File: src/rtl/vac_pkg.sv
package vac_pkg;

  // Context captured at cycle 0 of a line, in byte-slot units.
  typedef struct packed {
    logic [15:0] start_slot;  // first byte slot of the fetch window
    logic [15:0] win_len;     // bytes between start slot and window end
  } vac_ctx_t;

  // Saturating subtract on 32-bit quantities.
  function automatic logic [31:0] sat_sub(input logic [31:0] a, input logic [31:0] b);
    return (a > b) ? (a - b) : 32'd0;
  endfunction

endpackage

File: src/rtl/vac_rst_sync.sv
module vac_rst_sync (
  input  logic clk,
  input  logic rst_n,
  output logic rst_sync_n
);
  logic meta_q;
  logic sync_q;

  always_ff @(posedge clk or negedge rst_n) begin
    if (!rst_n) begin
      meta_q <= 1'b0;
      sync_q <= 1'b0;
    end else begin
      meta_q <= 1'b1;
      sync_q <= meta_q;
    end
  end

  assign rst_sync_n = sync_q;
endmodule

File: src/rtl/vac_ctx.sv
module vac_ctx
  import vac_pkg::*;
#(
  parameter int CYC_W       = 9,
  parameter int SCR_W       = 4,
  parameter int LEAD_CYC    = 56,
  parameter int AHEAD_BYTES = 8,
  parameter int LINE_BYTES  = 160,
  parameter int PRE_REF     = 56,
  parameter int LO_EXT      = 12
) (
  input  logic             clk,
  input  logic             rst_n,
  input  logic             line_start,
  input  logic [SCR_W-1:0] hscroll,
  input  logic             res_hi,
  input  logic             sw_en,
  input  logic [CYC_W-1:0] sw_cyc,
  output vac_ctx_t         ctx
);
  localparam logic [31:0] LEAD_SLOT = 32'(LEAD_CYC / 2);
  localparam logic [31:0] END_SLOT  = LEAD_SLOT + 32'(LINE_BYTES);

  logic [31:0] mark;
  logic [31:0] extra;
  logic [31:0] ahead;
  logic [31:0] start_w;
  logic [31:0] len_w;
  vac_ctx_t    ctx_d;
  vac_ctx_t    ctx_q;

  always_comb begin
    mark  = {{(32-CYC_W){1'b0}}, sw_cyc};
    if (!res_hi) begin
      mark = mark + 32'(LO_EXT);
    end
    extra = sw_en ? (sat_sub(32'(PRE_REF), mark) >> 1) : 32'd0;
    ahead = (hscroll != '0) ? 32'(AHEAD_BYTES) : 32'd0;
    start_w = sat_sub(LEAD_SLOT, ahead + extra);
    len_w   = END_SLOT - start_w;
    ctx_d.start_slot = start_w[15:0];
    ctx_d.win_len    = len_w[15:0];
  end

  always_ff @(posedge clk or negedge rst_n) begin
    if (!rst_n) begin
      ctx_q <= '0;
    end else if (line_start) begin
      ctx_q <= ctx_d;
    end
  end

  assign ctx = ctx_q;
endmodule

File: src/rtl/vac_phase.sv
module vac_phase
  import vac_pkg::*;
#(
  parameter int CYC_W = 9
) (
  input  logic [CYC_W-1:0] line_cycle,
  input  vac_ctx_t         ctx,
  output logic             step
);
  logic [15:0] slot;
  logic [15:0] rel;
  logic        past_start;
  logic        in_window;
  logic        even_cyc;

  always_comb begin
    slot       = 16'(line_cycle >> 1);
    past_start = (slot > ctx.start_slot);
    rel        = slot - ctx.start_slot;
    in_window  = past_start && (rel <= ctx.win_len);
    even_cyc   = (line_cycle[0] == 1'b0) && (line_cycle != '0);
    step       = even_cyc && in_window && (rel[0] == 1'b0);
  end
endmodule

File: src/rtl/vac_addr.sv
module vac_addr #(
  parameter int ADDR_W = 24
) (
  input  logic              clk,
  input  logic              rst_n,
  input  logic              line_start,
  input  logic [ADDR_W-1:0] line_base,
  input  logic              step,
  output logic [ADDR_W-1:0] addr,
  output logic              stb
);
  localparam logic [ADDR_W-1:0] WORD_BYTES = ADDR_W'(2);

  logic [ADDR_W-1:0] addr_d;
  logic [ADDR_W-1:0] addr_q;
  logic              stb_d;
  logic              stb_q;
  logic              addr_en;

  always_comb begin
    addr_en = line_start || step;
    addr_d  = line_start ? line_base : (addr_q + WORD_BYTES);
    stb_d   = step && !line_start;
  end

  always_ff @(posedge clk or negedge rst_n) begin
    if (!rst_n) begin
      addr_q <= '0;
    end else if (addr_en) begin
      addr_q <= addr_d;
    end
  end

  always_ff @(posedge clk or negedge rst_n) begin
    if (!rst_n) begin
      stb_q <= 1'b0;
    end else begin
      stb_q <= stb_d;
    end
  end

  assign addr = addr_q;
  assign stb  = stb_q;
endmodule

File: src/rtl/vid_addr_ctr.sv
module vid_addr_ctr
  import vac_pkg::*;
#(
  parameter int ADDR_W      = 24,
  parameter int CYC_W       = 9,
  parameter int SCR_W       = 4,
  parameter int LEAD_CYC    = 56,
  parameter int AHEAD_BYTES = 8,
  parameter int LINE_BYTES  = 160,
  parameter int PRE_REF     = 56,
  parameter int LO_EXT      = 12
) (
  input  logic              clk,
  input  logic              rst_n,
  input  logic [CYC_W-1:0]  line_cycle,
  input  logic [ADDR_W-1:0] line_base,
  input  logic [SCR_W-1:0]  hscroll,
  input  logic              res_hi,
  input  logic              sw_en,
  input  logic [CYC_W-1:0]  sw_cyc,
  output logic [ADDR_W-1:0] vid_addr,
  output logic              fetch_stb
);
  logic     rst_sync_n;
  logic     line_start;
  logic     step;
  vac_ctx_t ctx;

  assign line_start = (line_cycle == '0);

  vac_rst_sync u_rst (
    .clk        (clk),
    .rst_n      (rst_n),
    .rst_sync_n (rst_sync_n)
  );

  vac_ctx #(
    .CYC_W       (CYC_W),
    .SCR_W       (SCR_W),
    .LEAD_CYC    (LEAD_CYC),
    .AHEAD_BYTES (AHEAD_BYTES),
    .LINE_BYTES  (LINE_BYTES),
    .PRE_REF     (PRE_REF),
    .LO_EXT      (LO_EXT)
  ) u_ctx (
    .clk        (clk),
    .rst_n      (rst_sync_n),
    .line_start (line_start),
    .hscroll    (hscroll),
    .res_hi     (res_hi),
    .sw_en      (sw_en),
    .sw_cyc     (sw_cyc),
    .ctx        (ctx)
  );

  vac_phase #(
    .CYC_W (CYC_W)
  ) u_phase (
    .line_cycle (line_cycle),
    .ctx        (ctx),
    .step       (step)
  );

  vac_addr #(
    .ADDR_W (ADDR_W)
  ) u_addr (
    .clk        (clk),
    .rst_n      (rst_sync_n),
    .line_start (line_start),
    .line_base  (line_base),
    .step       (step),
    .addr       (vid_addr),
    .stb        (fetch_stb)
  );
endmodule

File: config.mk
export PLATFORM = sky130hd
export DESIGN_NAME = vid_addr_ctr
export DESIGN_NICKNAME = d
export VERILOG_FILES = /design/src/rtl/vac_pkg.sv /design/src/rtl/vac_rst_sync.sv /design/src/rtl/vac_ctx.sv /design/src/rtl/vac_phase.sv /design/src/rtl/vac_addr.sv /design/src/rtl/vid_addr_ctr.sv
export SDC_FILE = /design/constraint.sdc
export NUM_CORES = 1
export LEC_CHECK = 0
export BUFFER_PORTS_ARGS = -buffer_cell sky130_fd_sc_hd__buf_2
export CAP_MARGIN = 25
export CORE_ASPECT_RATIO = 0.6
export CORE_MARGIN = 4
export CORE_UTILIZATION = 32
export DETAILED_ROUTE_END_ITERATION = 10
export HOLD_SLACK_MARGIN = 0.1
export PLACE_DENSITY = 0.61
export SYNTH_ARGS = -nofsm -noshare
export SYNTH_HDL_FRONTEND = slang
export SYNTH_SLANG_ARGS = --single-unit
File: constraint.sdc
create_clock -name clk -period 1.58 [get_ports clk]
set_input_delay 0.316 -clock clk [delete_from_list [all_inputs] [get_ports clk]]
set_output_delay 0.316 -clock clk [all_outputs]
set_load 0.05 [all_outputs]
### After elaboration in Yosys (flattened, before gate mapping)

Index checks and enable logic that the tools add are counted.
Widths: inputs -> output; s select.

| operators by class | value |
|---|---|
| add/subtract/negate cells | 7 |
| multipliers | 0 |
| divide/modulo/power cells | 0 |
| $lt $le $gt $ge | 4 |
| equal/unequal tests | 0 |
| shift-type cells | 0 |
| muxes and demuxes | 6 |
| bitwise gates (word level) | 2 |
| reduce and logical (&&, ||, !) cells | 10 |

Operator list:

| cell | count |
|---|---|
| $mux 32 | 2 |
| $add 4x31->32 | 1 |
| $gt 5x32->1 const A | 1 |
| $gt 6x32->1 const A | 1 |
| $sub 6x32->32 const A | 1 |
| $mux 31 | 1 |
| $add 24x2->24 const B | 1 |
| $mux 24 | 1 |
| $gt 8x16->1 | 1 |
| $le 16x16->1 | 1 |
| $mux 16 | 1 |
| $sub 5x16->16 const A | 1 |
| $sub 8x16->16 | 1 |
| $sub 8x16->16 const A | 1 |
| $add 9x4->10 const B | 1 |
| $logic_not 9->1 | 1 |
| $reduce_bool 9->1 | 1 |
| $logic_and 1x1->1 | 5 |
| $mux 4 | 1 |
| $reduce_bool 4->1 | 1 |
| $not 1->1 | 2 |
| $logic_not 1->1 | 1 |
| $logic_or 1x1->1 | 1 |

| word-level totals | value |
|---|---|
| bits in registers | 59 |
| bits in latches | 0 |
| RAM bits | 0 |
| bits in read-only memories | 0 |
| input port bits | 50 |
| output and inout port bits | 25 |
| logic and storage cells | 35 |
| memories | 0 |

### Depth between registers and ports, before layout

| logic depth | value |
|---|---|
| word-level depth | 9 |
| gate-level depth with buffers | 24 |
| gate-level depth less buffers | 20 |

### Modules after synthesis

From an unflattened synthesis, not the netlist that was laid out.

| unflattened totals | value |
|---|---|
| cells, all modules | 478 |
| area, all modules | 4320.4 um^2 |

Modules (own cells, without submodules):

| module | instances | cells an instance | area an instance (um^2) | sequential area each (um^2) |
|---|---|---|---|---|
| vac_ctx | 1 | 182 | 1844.3 | 775.7 |
| vac_addr | 1 | 145 | 1387.6 | 625.6 |
| vac_phase | 1 | 145 | 1008.5 | 0.0 |
| vac_rst_sync | 1 | 3 | 53.8 | 50.0 |
| vid_addr_ctr | 1 | 3 | 26.3 | 0.0 |

### Least setup slack after synthesis

Ideal clock, no wire load.

| timing | value |
|---|---|
| path type | register -> register |
| from | reg u_ctx.ctx_q (netlist bit u_ctx.ctx[0]) |
| to | reg u_addr.addr_q[9], in the netlist u_addr.addr[9] |
| setup time | 0.126 ns |
| arrival time | 4.442 ns |
| required time | 1.454 ns |
| path slack | -2.989 ns |
| stages on the path, launching flop included | 22 |
| buffers on the path | 3 |
| period minus slack after synthesis | 4.569 ns |
| path through | dfrtp_1 -> ha_1 -> inv_1 -> fa_1 -> a21o_1 -> a21oi_1 -> nor2_1 -> a211oi_1 -> o2bb2ai_1 -> buf_2 -> buf_2 -> nor3_1 -> xnor2_1 -> ha_1 -> a21o_1 -> a21o_1 -> a21oi_1 -> o21ai_0 -> and2_1 -> clkbuf_1 -> or4_1 -> a311o_1 |

| on the way | value |
|---|---|
| cells in the longest elaborated chain, start to end | 5 |

RTL lines:

| item | line | source |
|---|---|---|
| from (decl) | vac_ctx.sv:30 | `vac_ctx_t ctx_q;` |
| from (signal assigned) | vac_ctx.sv:49 | `ctx_q <= ctx_d;` |
| $le 16x16->1 | vac_phase.sv:20 | `in_window = past_start && (rel <= ctx.win_len);` |
| $logic_and 1x1->1 | vac_phase.sv:20 |  |
| $logic_and 1x1->1 (2 in series) | vac_phase.sv:22 | `step = even_cyc && in_window && (rel[0] == 1'b0);` |
| $logic_or 1x1->1 | vac_addr.sv:21 | `addr_en = line_start \|\| step;` |
| to (signal assigned) | vac_addr.sv:30 | `addr_q <= addr_d;` |
| to (decl) | vac_addr.sv:15 | `logic [ADDR_W-1:0] addr_q;` |

Every way passes these cells.
A chain may end at the register's enable or synchronous reset.

### Final worst setup path

| timing | value |
|---|---|
| from | reg u_ctx.ctx_q (netlist bit u_ctx.ctx[0]) |
| to | reg u_addr.addr_q[22], in the netlist u_addr.addr[22] |

Same word-level chain as after synthesis.

==> impl_results.md <==
* Detailed-router iteration count before antenna repair at 5
* Worst-Skew Late Latency at 330 ps
* Synth top area cells: dfrtp_1, ha_1, xnor2_1
* Mean Syn Cell Area at ~8.6 µm²
* CTS tree: done
* Final ANT Viol Nets at 0
* Post-synth net total at 571
* Status: finished, violations left
* Leading cell types in the layout, fill and taps excluded: buf_4, buf_2, dfrtp_1
* Post-Syn Instances at between 400 and 500
* Max-cap viol count at 0
* Vias in the first global route at approximately 4600
* Initial antenna violation count at 0
* Worst R2R Setup Slack at -2310 ps
* Final Hold Viols at 0
* Clock transition at path regs at approximately 50 ps
* RSZ-0062 raised after global routing: true
* Clock root cell: clkbuf_16
* Routed wire length per instance at about 16 µm
* Cell Rows at 32
* Full die area at 15100 µm²
* Slowest CP cell: dfrtp_1
* GPL Wtd Cong at about 0.83
* Arrival @ worst endpoint at just over 4000 ps
* CP Cell Sequence: ha_2 > inv_2 > fa_2 > a21o_1 > a21oi_2 > nor2_1 > a211oi_2 > buf_4 > o2bb2ai_4 > nor3_2 > xnor2_1 > ha_1 > nand4_1 > nor2_2 > buf_4 > nand2_2 > a21oi_4 > nor4b_4 > buf_4 > and3_1 > a211o_2
* Setup violators final at 34
* Initial drt markers at 246
* Crit path max-delay family: compound AO/OA/AOI/OAI gates
* Async set-or-reset flop fraction in the synthesized netlist at 100%
* IO buf count at between 70 and 80
* First-pass GRT wire length at 22.6 mm
* DRC viols at 0
* Fin util at 55.0%
* Crit-path max cell delay at about 350 ps
* Largest net degree at the start of global routing at 38
* Initial Utilization at between 30% and 40%
* Area share of the largest cell type after synthesis at roughly 35%
* Final WL at ~14 mm
* Mapped cell area at between 4000 and 5000 µm²
* Critical path fanouts, max at 5
* # nets final at approximately 800
* Gr usage total at ~18%
* HPWL Detailed at around 10 mm
* EDFF count, synth at 0
* CP bufs+invs at 4
* Final setup TNS at -63130 ps
* Avg Vias per Cell at around 5
* Violated checks: negative setup slack
* Finished Layout Cells at 896
* Leakage power at 0.00326 µW
* Pwr dens at between 800 and 900 nW/µm²
* Max Freq at between 200 and 300 MHz
* Pins Over Slew Limit at 0
* Required time of the critical path at roughly 1800 ps
* H-tree Lvls at 3
* Worst setup margin at -2310 ps
* Main synth FF type: dfrtp_1
* Grt total ovfl at 0
* Crit path time final at 3890 ps
* Critical path class: reg -> reg
* Vias after detailed routing at 4492
* Die height at between 90 and 100 µm
* CTS Buffer Depth at 2
* CTS sink cnt at 58
* Total CTS buffers at 9
* Area growth, synth to finish at 68.3%
* Io pins at 75
* Fin crit share at 246%
* Post-Place Cells at 840
* Endpoint type of the worst setup path: flop
* Layout cells sized above 1 at ~48%
* Synth cell types at 62
* CP dominant cell by count: buf_4
* Commonest non-fill, non-tap cell in the layout: buf_4
* Register area share after synthesis at 34.5%
* Die width at 156 µm
* Register bit count reported by yosys at 58
* Antenna Cells at 0
* Synth warn at 0
* Startpoint Class: flop
* Fin Clk Skew at roughly 4.5 ps
* Cell taking the most area after synthesis: dfrtp_1
* CORE AREA at around 13000 µm²
* Maximum VDD drop at around 0.00054 V
* Hold Path Class: reg -> async
registers in the layout, summed over array words and instances, names as in the netlist:
name,count
u_ctx.ctx,31
u_addr.addr,24
u_addr.stb,1
u_rst.meta_q,1
u_rst.rst_sync_n,1
timing repair:
item,CTS,global route
buffers inserted,25,16
pin swaps,27,25
hold buffers,1,0
cloned,0,0
resized for setup,87,55
endpoints found under the setup margin,34,42
hold endpoints to repair,2,0
logic make-up after synthesis:
logic type | count (synthesis) | share of synthesized area [%]
and+or+nand+nor | 210 | 26.9
muxes | 3 | 0.715
buffers and inverters | 53 | 4.94
DFF | 58 | 34.5
AOI/OAI and AO/OA | 93 | 14.7
xor gates and xnor gates | 37 | 8.07
adders and majority gates | 33 | 10.0
other | 1 | 0.0892
report_power, final:
part | internal [µW] | switching (µW) | leakage (µW)
clock network | 1310 | 685 | 0.000147
logic | 945 | 1110 | 0.00243
registers | 1580 | 51.6 | 0.000680
area by class of cell:
class | count | area (µm²)
Fill cell | 1116 | 5780
Multi-Input combinational cell | 377 | 3190
Timing Repair Buffer | 240 | 1780
Sequential cell | 58 | 1450
Clock buffer | 14 | 264
Tap cell | 170 | 213
Inverter | 35 | 139
Clock inverter | 2 | 35.0
worst register-to-register path, delay by kind of cell (launching register included):
family,cells,cell delay [ps]
XOR/XNOR,1,130
flip-flops,1,350
adder cells (fa/ha/maj),3,840
buffers and inverters,4,510
AND/OR/NAND/NOR,7,770
AO/OA/AOI/OAI,6,1180
cells in the mapped netlist, drive strengths merged (10+ instances only):
cell type	n
a21oi	21
nor2	41
dfrtp	58
nand2	51
nor3	14
nor4	15
a21o	10
ha	32
o21ai	23
inv	35
and2	17
nor2b	14
xnor2	29
clkbuf	12
nand3	17
metal layers:
layer / global-route usage, % / share of wire, % / vias to the layer above
met3: 4.07 / 5.1 / 33
met4: 4.91 / 2.4 / 0
met1: 26.6 / 48 / 2152
met5: 0 / 0 / -
li1: - / - / 2185
met2: 28.0 / 45 / 122
final timing paths:
| check | startpoint | to | cells past startpoint |
|---|---|---|---|
| worst min register to register | u_rst.rst_sync_n | u_addr.addr[23] | 0 |
| worst max register to register | u_ctx.ctx[0] | u_addr.addr[22] | 21 |
| max in group asynchronous | u_rst.rst_sync_n | u_ctx.ctx[22] | 1 |
| worst min-delay path | u_rst.rst_sync_n | u_addr.addr[23] | 0 |
| worst max-delay path | u_ctx.ctx[0] | u_addr.addr[22] | 21 |
| min in group clk | line_base[0] | u_addr.addr[0] | 3 |
stage by stage:
step / hold slack [ps] / setup slack, ps / power (µW) / cell area, µm²
floorplan: 20.4 / -2470 / 2600 / 4390
global placement: 100 / -2600 / 3140 / 5810
detailed placement: 104 / -2740 / 3190 / 5810
CTS: 182 / -2280 / 5470 / 6750
global route: 196 / -2500 / 5920 / 7070
finish: 182 / -2310 / 5670 / 7070
No activity file was read; power rests on OpenSTA's default activity.
